==> src/rtl/adc_rd_pkg.sv <==
package adc_rd_pkg;

    localparam int DEF_NCH   = 8;
    localparam int DEF_RES_W = 14;
    localparam int PAD_W     = 2;

    typedef enum logic [1:0] {
        RM_PAR  = 2'd0,
        RM_BYTE = 2'd1,
        RM_SER  = 2'd2
    } rmode_e;

    function automatic rmode_e decode_mode(input logic par_ser, input logic byte_sel);
        if (!par_ser)
            return RM_PAR;
        else if (byte_sel)
            return RM_BYTE;
        else
            return RM_SER;
    endfunction

endpackage

==> src/rtl/adc_rd_seq.sv <==
module adc_rd_seq
    import adc_rd_pkg::*;
#(
    parameter int NCH   = DEF_NCH,
    parameter int RES_W = DEF_RES_W,
    localparam int CH_W  = $clog2(NCH),
    localparam int POS_W = CH_W + 1,
    localparam int BIT_W = $clog2(RES_W),
    localparam int SF_W  = $clog2(RES_W + 1)
) (
    input  logic             clk,
    input  logic             rst,
    input  logic             cs_n,
    input  logic             rd_sclk,
    output logic             cs_fall,
    output logic             started,
    output logic [POS_W-1:0] pos,
    output logic [BIT_W-1:0] bit_idx,
    output logic [CH_W-1:0]  ser_ch,
    output logic [SF_W-1:0]  sfall
);

    logic cs_q;
    logic rd_q;
    logic rd_fall;
    logic rd_rise;

    assign cs_fall = cs_q && !cs_n;
    assign rd_fall = rd_q && !rd_sclk;
    assign rd_rise = !rd_q && rd_sclk;

    always_ff @(posedge clk) begin
        if (rst) begin
            cs_q    <= 1'b1;
            rd_q    <= 1'b1;
            started <= 1'b0;
            pos     <= '0;
            bit_idx <= '0;
            ser_ch  <= '0;
            sfall   <= '0;
        end else begin
            cs_q <= cs_n;
            rd_q <= rd_sclk;
            if (cs_n) begin
                started <= 1'b0;
                pos     <= '0;
                bit_idx <= '0;
                ser_ch  <= '0;
                sfall   <= '0;
            end else begin
                // parallel / byte read index
                if (rd_fall) begin
                    if (!started)
                        started <= 1'b1;
                    else
                        pos <= pos + 1'b1;
                    if (sfall != SF_W'(RES_W))
                        sfall <= sfall + 1'b1;
                end
                // serial bit walk
                if (rd_rise) begin
                    if (bit_idx == BIT_W'(RES_W - 1)) begin
                        bit_idx <= '0;
                        ser_ch  <= ser_ch + 1'b1;
                    end else begin
                        bit_idx <= bit_idx + 1'b1;
                    end
                end
            end
        end
    end

endmodule

==> src/rtl/adc_rd_bank.sv <==
module adc_rd_bank
    import adc_rd_pkg::*;
#(
    parameter int NCH   = DEF_NCH,
    parameter int RES_W = DEF_RES_W,
    localparam int SET_W = NCH * RES_W
) (
    input  logic             clk,
    input  logic             rst,
    input  logic             cs_n,
    input  logic             cs_fall,
    input  logic             commit,
    input  logic [SET_W-1:0] res_in,
    output logic [SET_W-1:0] snap,
    output logic             overrun
);

    logic [SET_W-1:0] pub_q;
    logic [SET_W-1:0] pend_q;
    logic             pend_vld;

    always_ff @(posedge clk) begin
        if (rst) begin
            pub_q    <= '0;
            pend_q   <= '0;
            pend_vld <= 1'b0;
            snap     <= '0;
            overrun  <= 1'b0;
        end else begin
            if (commit && cs_n) begin
                pub_q    <= res_in;
                pend_vld <= 1'b0;
            end else if (commit) begin
                pend_q   <= res_in;
                pend_vld <= 1'b1;
                overrun  <= 1'b1;
            end else if (pend_vld && cs_n) begin
                pub_q    <= pend_q;
                pend_vld <= 1'b0;
            end
            if (cs_fall)
                snap <= pub_q;
        end
    end

endmodule

==> src/rtl/adc_rd_outmux.sv <==
module adc_rd_outmux
    import adc_rd_pkg::*;
#(
    parameter int NCH   = DEF_NCH,
    parameter int RES_W = DEF_RES_W,
    localparam int SET_W  = NCH * RES_W,
    localparam int WORD_W = RES_W + PAD_W,
    localparam int BYTE_W = WORD_W / 2,
    localparam int CH_W   = $clog2(NCH),
    localparam int POS_W  = CH_W + 1,
    localparam int BIT_W  = $clog2(RES_W),
    localparam int SF_W   = $clog2(RES_W + 1)
) (
    input  logic              rst,
    input  logic              cs_n,
    input  logic              rd_sclk,
    input  rmode_e            mode,
    input  logic              hi_first,
    input  logic [SET_W-1:0]  snap,
    input  logic              started,
    input  logic [POS_W-1:0]  pos,
    input  logic [BIT_W-1:0]  bit_idx,
    input  logic [CH_W-1:0]   ser_ch,
    input  logic [SF_W-1:0]   sfall,
    output logic [WORD_W-1:0] db,
    output logic [1:0]        db_oe,
    output logic              dout_a,
    output logic              dout_b,
    output logic              dout_oe,
    output logic              frst,
    output logic              frst_oe
);

    logic [RES_W-1:0]  ch_res [NCH];
    logic [WORD_W-1:0] words  [NCH];

    for (genvar g = 0; g < NCH; g++) begin : g_unpack
        assign ch_res[g] = snap[g*RES_W +: RES_W];
        assign words[g]  = {ch_res[g], {PAD_W{1'b0}}};
    end

    logic              live;
    logic              read_ok;
    logic              sel_hi;
    logic              flag_val;
    logic [WORD_W-1:0] byte_word;
    logic [BYTE_W-1:0] byte_val;
    logic [CH_W-1:0]   ch_b;
    logic [BIT_W-1:0]  bit_pos;

    always_comb begin
        live      = !rst && !cs_n;
        read_ok   = live && !rd_sclk && started;
        byte_word = words[pos[CH_W:1]];
        sel_hi    = hi_first ^ pos[0];
        byte_val  = sel_hi ? byte_word[WORD_W-1 -: BYTE_W] : byte_word[BYTE_W-1:0];
        ch_b      = ser_ch + CH_W'(NCH / 2);
        bit_pos   = BIT_W'(RES_W - 1) - bit_idx;

        db       = '0;
        db_oe    = 2'b00;
        dout_a   = 1'b0;
        dout_b   = 1'b0;
        dout_oe  = 1'b0;
        flag_val = 1'b0;

        unique case (mode)
            RM_PAR: begin
                flag_val = started && (pos == '0);
                if (read_ok) begin
                    db    = words[pos[CH_W-1:0]];
                    db_oe = 2'b11;
                end
            end
            RM_BYTE: begin
                flag_val = started && (pos[CH_W:1] == '0);
                if (read_ok) begin
                    db    = {{(WORD_W-BYTE_W){1'b0}}, byte_val};
                    db_oe = 2'b01;
                end
            end
            default: begin
                flag_val = sfall < SF_W'(RES_W);
                dout_oe  = live;
                if (live) begin
                    dout_a = ch_res[ser_ch][bit_pos];
                    dout_b = ch_res[ch_b][bit_pos];
                end
            end
        endcase

        frst_oe = live;
        frst    = live && flag_val;
    end

endmodule

==> src/rtl/adc_readout_port.sv <==
module adc_readout_port
    import adc_rd_pkg::*;
#(
    parameter int NCH   = DEF_NCH,
    parameter int RES_W = DEF_RES_W,
    localparam int SET_W  = NCH * RES_W,
    localparam int WORD_W = RES_W + PAD_W,
    localparam int CH_W   = $clog2(NCH),
    localparam int POS_W  = CH_W + 1,
    localparam int BIT_W  = $clog2(RES_W),
    localparam int SF_W   = $clog2(RES_W + 1)
) (
    input  logic              clk,
    input  logic              rst,
    input  logic              cs_n,
    input  logic              rd_sclk,
    input  logic              par_ser,
    input  logic              byte_sel,
    input  logic              hi_first,
    input  logic              commit,
    input  logic [SET_W-1:0]  res_in,
    output logic [WORD_W-1:0] db,
    output logic [1:0]        db_oe,
    output logic              dout_a,
    output logic              dout_b,
    output logic              dout_oe,
    output logic              frst,
    output logic              frst_oe,
    output logic              overrun
);

    rmode_e           mode;
    logic             cs_fall;
    logic             started;
    logic [POS_W-1:0] pos;
    logic [BIT_W-1:0] bit_idx;
    logic [CH_W-1:0]  ser_ch;
    logic [SF_W-1:0]  sfall;
    logic [SET_W-1:0] snap;

    assign mode = decode_mode(par_ser, byte_sel);

    adc_rd_seq #(.NCH(NCH), .RES_W(RES_W)) u_seq (
        .clk     (clk),
        .rst     (rst),
        .cs_n    (cs_n),
        .rd_sclk (rd_sclk),
        .cs_fall (cs_fall),
        .started (started),
        .pos     (pos),
        .bit_idx (bit_idx),
        .ser_ch  (ser_ch),
        .sfall   (sfall)
    );

    adc_rd_bank #(.NCH(NCH), .RES_W(RES_W)) u_bank (
        .clk     (clk),
        .rst     (rst),
        .cs_n    (cs_n),
        .cs_fall (cs_fall),
        .commit  (commit),
        .res_in  (res_in),
        .snap    (snap),
        .overrun (overrun)
    );

    adc_rd_outmux #(.NCH(NCH), .RES_W(RES_W)) u_mux (
        .rst      (rst),
        .cs_n     (cs_n),
        .rd_sclk  (rd_sclk),
        .mode     (mode),
        .hi_first (hi_first),
        .snap     (snap),
        .started  (started),
        .pos      (pos),
        .bit_idx  (bit_idx),
        .ser_ch   (ser_ch),
        .sfall    (sfall),
        .db       (db),
        .db_oe    (db_oe),
        .dout_a   (dout_a),
        .dout_b   (dout_b),
        .dout_oe  (dout_oe),
        .frst     (frst),
        .frst_oe  (frst_oe)
    );

endmodule

==> config.mk <==
export PLATFORM = sky130hd
export DESIGN_NAME = adc_readout_port
export DESIGN_NICKNAME = d
export VERILOG_FILES = /design/src/rtl/adc_rd_pkg.sv /design/src/rtl/adc_rd_seq.sv /design/src/rtl/adc_rd_bank.sv /design/src/rtl/adc_rd_outmux.sv /design/src/rtl/adc_readout_port.sv
export SDC_FILE = /design/constraint.sdc
export NUM_CORES = 1
export LEC_CHECK = 0
export ABC_AREA = 1
export CORE_MARGIN = 3
export CORE_UTILIZATION = 40
export CTS_CLUSTER_DIAMETER = 80
export DETAILED_ROUTE_END_ITERATION = 8
export PLACE_DENSITY_LB_ADDON = 0.3
export SYNTH_ARGS = -nofsm -noshare
export SYNTH_HDL_FRONTEND = slang
export SYNTH_SLANG_ARGS = --single-unit
==> constraint.sdc <==
create_clock -name clk -period 2.6 [get_ports clk]
set_input_delay 0.39 -clock clk [delete_from_list [all_inputs] [get_ports clk]]
set_output_delay 0.39 -clock clk [all_outputs]
set_load 0.03 [all_outputs]
Word-level counts from Yosys, hierarchy flattened:

Cells that the tools add are included.

* multiply operators: 0
* bitwise operators: 6
* add/subtract/negate cells: 6
* shift operators: 0
* order comparisons: 6
* div/mod/pow operators: 0
* eq/ne operators: 4
* reduce and logical (&&, ||, !) cells: 28
* mux-type cells: 37

Operator list (count)
* $mux 112: 3
* $bmux 16 s3: 2
* $bmux 14 s3: 2
* $mux 16: 5
* $mux 14: 4
* $pmux 16 s2: 1
* $ge 4x4->1 const B: 4
* $mux 8: 2
* $not 3->4: 4
* $add 4x1->4 const B: 3
* $logic_and 1x1->1: 11
* $mux 1: 10
* $reduce_and 2->1: 5
* $bmux 1 s4: 2
* $mux 2: 3
* $reduce_or 2->1: 3
* $lt 4x5->1 const B: 1
* $eq 4x4->1 const B: 1
* $logic_not 1->1: 4
* $logic_not 4->1: 1
* $lt 4x4->1 const B: 1
* $mux 4: 1
* $ne 4x4->1 const B: 1
* $pmux 2 s2: 1
* 11 further kinds: 12

* logic and storage cells: 99
* memories kept: 0
* memory bits (read-only): 0
* bits in registers: 356
* output and inout bits: 24
* bits in writable memories: 0
* bits in latches: 0

Logic depth before layout (Yosys ltp):

* depth in word-level cells: 9
* mapped depth: 13
* gate-level depth less buffers: 11

By module:

From an unflattened synthesis, not the netlist that was laid out.

* cells, all modules: 3013
* area total of the unflattened synthesis: 18785.5 um^2

Modules (own cells, without submodules)
* adc_rd_bank: area an instance 14356.3 um^2, times used 1, sequential area each 6766.5 um^2, cells an instance 2163
* adc_rd_outmux: area an instance 3529.6 um^2, times used 1, sequential area each 0.0 um^2, cells an instance 728
* adc_rd_seq: area an instance 882.1 um^2, times used 1, sequential area each 360.3 um^2, cells an instance 118
* adc_readout_port: area an instance 17.5 um^2, times used 1, sequential area each 0.0 um^2, cells an instance 4

Least setup slack after synthesis:

Ideal clock, no wire load.

* kind: reg2out
* from: register u_seq.pos[1]
* to: output port frst
* cell stages (with the launch flop): 10
* slack: 0.143 ns
* data required time: 2.210 ns
* data arrival time: 2.067 ns
* path through: dfxtp_1 -> inv_1 -> buf_2 -> buf_2 -> buf_2 -> ha_1 -> inv_1 -> nand2_1 -> nand3_1 -> a221oi_1

* cells in the longest elaborated chain, start to end: 4
* elaborated cells between the ends (all ways): 6
* classes of those cells: 1 x mux; 5 x reduce/logical

Ends and longest elaborated chain
* from (decl): RTL line adc_rd_seq.sv:17 `output logic [POS_W-1:0] pos,`
* from (signal assigned): RTL line adc_rd_seq.sv:56 `pos <= pos + 1'b1;`
* $logic_not 4->1 / $logic_not 3->1 (equally long branches): RTL line adc_rd_outmux.sv:69, adc_rd_outmux.sv:76
* $logic_and 1x1->1 (on tied branches): RTL line adc_rd_outmux.sv:69, adc_rd_outmux.sv:76
* $pmux 1 s2 (*): RTL line adc_rd_outmux.sv:67 `unique case (mode)`
* $logic_and 1x1->1 (*): RTL line adc_rd_outmux.sv:93 `frst = live && flag_val;`
* to (decl): RTL line adc_readout_port.sv:27 `output logic frst,`

Every way passes the cells marked *; elsewhere a longest branch is shown, timed or not.

Worst setup path in the final report:

* from: register u_seq.ser_ch[0]
* to: output port dout_a

* cells in the longest elaborated chain, start to end: 8

Ends and longest elaborated chain
* from (decl): RTL line adc_rd_seq.sv:19 `output logic [CH_W-1:0] ser_ch,`
* from (signal assigned): RTL line adc_rd_seq.sv:64 `ser_ch <= ser_ch + 1'b1;`
* $not 3->4 (implied by the code): RTL line adc_rd_outmux.sv:86 `dout_a = ch_res[ser_ch][bit_pos];`
* $bmux 14 s3: RTL line adc_rd_outmux.sv:86
* $mux 14 (implied by the code) (2 in a row): RTL line adc_rd_outmux.sv:86
* $bmux 1 s4: RTL line adc_rd_outmux.sv:86
* $mux 1 (implied by the code): RTL line adc_rd_outmux.sv:86
* $mux 1: RTL line adc_rd_outmux.sv:85 `if (live) begin`
* $mux 1: RTL line adc_rd_outmux.sv:67
* to (decl): RTL line adc_readout_port.sv:24 `output logic dout_a,`

Every way passes these cells. The select of a mux whose other input is x is not followed.

==> results.cfg <==
[clock_network]
postCtsHoldBufs = 0
htree_levels = 2
root_buffer = clkbuf_16
cts.sinks = 356
clk_latency_ns = 0.57
cts_buffers = 41
cts_tree = done
cts_buffer_depth = 3
clkSlewWorstSetupHoldPaths_ns = 0.06

[worst_setup_path]
cpLargestDelayFamily = simple AND/OR/NAND/NOR gates
crit_chain = buf_12 -> clkbuf_16 -> nand2_2 -> nand3_2 -> nand2_4 -> nand2_2 -> nand3_2 -> nand2_2 -> nor2_2 -> nor2_4 -> nor2_1 -> nor2_1 -> buf_4
crit_arrival_ns = 2.28
crit_type = register to output port
slowest_stage = dfxtp_4
slowest_delay_ns = 0.41
crit_fanout = 7
critPathRequiredTime_ns = 2.21
cpMostUsedCell = nand2_2
end_kind = output port
crit_buf_inv = 3
worst-r2r-setup-slack_ns = 1.08
cp-start-kind = register

[logic_synthesis]
synthArstFlopShare_pct = 0
synth_adder_area_share_pct = 0.6919
netlist_area_sq_mm = 0.01628
synth-main-ff-cell = dfxtp_1
synth_top_area_cell = dfxtp_1
yosysTopAreaCellShare_pct = 43.79
synth-compound-area-share_pct = 26.89
yosys.area_share.simple_pct = 21.26
synth_edf_count = 0
synthesis.nets = 2430
synth_cells = 2301
synth_area_leaders = dfxtp_1 (44%), o21ai_0 (13%), nor2_1 (9.5%), a21oi_1 (6.8%), nand2_1 (5.5%)
synthMostInstantiatedCell = o21ai_0
synthMuxAreaShare_pct = 0
netlist-cell-type-count = 33
ys.warnings.count = 0
synth.avg_cell_area_sq_um = 7.073
synth_top_family_by_area = compound AO/OA/AOI/OAI gates
yosysSeqAreaShare_pct = 43.79
synth_xor_area_share_pct = 0.1614
synth_seq_cells = 356
synth_common_cells = o21ai_0 (412), nor2_1 (410), dfxtp_1 (356)

[placed_design]
place_ws_ns = 0.04314
placed_cell_area_sq_mm = 0.01837
dp_hpwl_mm = 36.86
port_buffers = 143
gp_congestion = 0.9365

[status]
status = finished with violations
failed_checks = setup timing

[pwr]
p_leak_nw = 8.127
peakVddDrop_mv = 0.4255
p_per_area_mw_per_mm2 = 637.6

[grt]
grt_pass1_vias = 15360
grt_usage_pct = 24.58
overflow = 0
grt_max_degree = 184
antenna_found_initial = 0
grt_pass1_wl_mm = 86.21

[cells_and_area]
antenna_cells = 0
num-nets-final = 2514
design_area_sq_mm = 0.02097
drive_gt1_share_pct = 15.38
area_delta_synth_final_pct = 28.83

[timing]
hold_violations = 0
hold_ws_ns = 0.1836
setup_slack_ns = -0.06683
finalSetupViolations = 8
max_clock_freq_mhz = 375.0
report.final.slew_viol_count = 0
post-route-min-period_ns = 2.667
relSlewSlack_pct = 51.00
rsz0062_at_grt = true
skew_ns = 0.02137
setup_tns_ns = -0.3378
finalCritPeriodShare_pct = 102.6
worst_pin_slew_ns = 0.7350

[route]
via_per_inst = 5.688
route.vias.total = 16740
drtPass1Iterations = 5
wire_per_inst_um = 19.32
ant_nets = 0
drtIter0Drc = 1736
drc_errors = 0
wl_mm = 56.85

[floorplan]
die_h_um = 207.7
die_area_sq_mm = 0.04315
coreArea_sq_mm = 0.04001
placementRows = 73
initial_utilization_pct = 40.68
dieWidth_um = 207.7
io_pins = 144

[worst_hold_path]
min_path_type = primary input to register

[flow_run]
max_cap_viol_count = 0
-- worst reg2reg max path, cell delays in order (launching register included) --
cell and delay (ns):
dfxtp_1 0.33, buf_4 0.29, nand4_1 0.39, o21ai_0 0.26
nor3b_1 0.18
-- layout make-up --
type                    count  area [sq um]
multi-input cells        1669          8655
flip-flops and latches    356          7138
well taps                 525         656.9
clock inverters            18         152.6
repair buffers            243          2868
fillers                  3847         19040
clock buffers              58          1192
inverters                  74         305.3
-- metal layers --
layer / wire [um] / vias to the layer above / GRT usage (%)
met5: 0 / - / 0
met4: 2033 / 0 / 9.509
met3: 4010 / 123 / 4.322
met2: 25180 / 630 / 37.50
met1: 25620 / 7889 / 34.72
li1: - / 8099 / -
-- final timing paths --
| path | startpoint | to | cells after the start |
|---|---|---|---|
| setup reg to reg | u_seq.bit_idx[0]$_SDFFE_PP0P_ | u_seq.ser_ch[2]$_SDFFE_PP0P_ | 4 |
| hold reg to reg | u_bank.pub_q[100]$_SDFFE_PP0P_ | u_bank.snap[100]$_SDFFE_PP0P_ | 2 |
| hold / removal | rst | u_seq.rd_q$_SDFF_PP1_ | 3 |
| setup / recovery | u_seq.ser_ch[0]$_SDFFE_PP0P_ | dout_a | 13 |
-- cell usage in the layout (no fill, tap or decap), types with 4 or more instances in the layout --
cell type / synthesis / final
nor2_1: 410 / 402
o21ai_0: 412 / 400
dfxtp_1: 356 / 353
a21oi_1: 220 / 215
nand2_1: 238 / 185
clkdlybuf4s50_1: 0 / 119
o22ai_1: 112 / 112
nand3_1: 160 / 100
buf_4: 5 / 66
inv_1: 66 / 62
nand3_2: 0 / 57
clkbuf_16: 0 / 52
o211ai_1: 46 / 46
nand2_2: 0 / 44
buf_12: 0 / 33
or2_2: 26 / 18
o21ai_1: 2 / 10
clkinv_2: 0 / 10
nand2_4: 0 / 9
ha_1: 9 / 9
clkbuf_1: 113 / 9
or2_4: 0 / 8
nor2_4: 1 / 7
a31oi_1: 9 / 6
clkbuf_8: 0 / 6
buf_6: 4 / 6
a21oi_2: 1 / 5
inv_2: 6 / 5
buf_16: 0 / 5
o21ai_2: 0 / 4
nor3_1: 5 / 4
inv_6: 0 / 4
-- power breakdown --
part / internal (W) / switching, W
combinational: 0.000627 / 0.000935
clock: 0.00333 / 0.00236
sequential: 0.00583 / 0.000284
-- kinds of logic after synthesis --
logic type,Yosys count
buffers and inverters,276
and+or+nand+nor,844
AOI/OAI and AO/OA,813
DFF,356
xor gates and xnor gates,3
adders and majority gates,9
-- flip-flops by register name, indices dropped and copies added, names as in the netlist --
| register | count |
|---|---|
| u_seq.cs_q | 1 |
| u_seq.sfall | 4 |
| u_seq.bit_idx | 4 |
| u_bank.snap | 112 |
| u_bank.overrun | 1 |
| u_seq.ser_ch | 3 |
| u_bank.pub_q | 112 |
| u_bank.pend_vld | 1 |
| u_bank.pend_q | 112 |
| u_seq.rd_q | 1 |
| u_seq.pos | 4 |
| u_seq.started | 1 |
-- timing repair --
action / CTS / global route
endpoints found under the hold margin: 0 / 0
pin swaps: 13 / 86
cloned: 6 / 11
buffers inserted: 9 / 4
endpoints found under the setup margin: 19 / 19
resized for setup: 60 / 154
-- metrics by stage --
step                      power [W]  utilization [%]  std cells
after global placement     0.007669            45.92       2839
after global routing        0.01391            52.41       2943
after floorplan            0.007022                -       2301
after detailed placement   0.007692            45.92       2839
after CTS                   0.01339            50.32       2930
final                       0.01337            52.41       2943
Power figures use the tool's default switching activity.
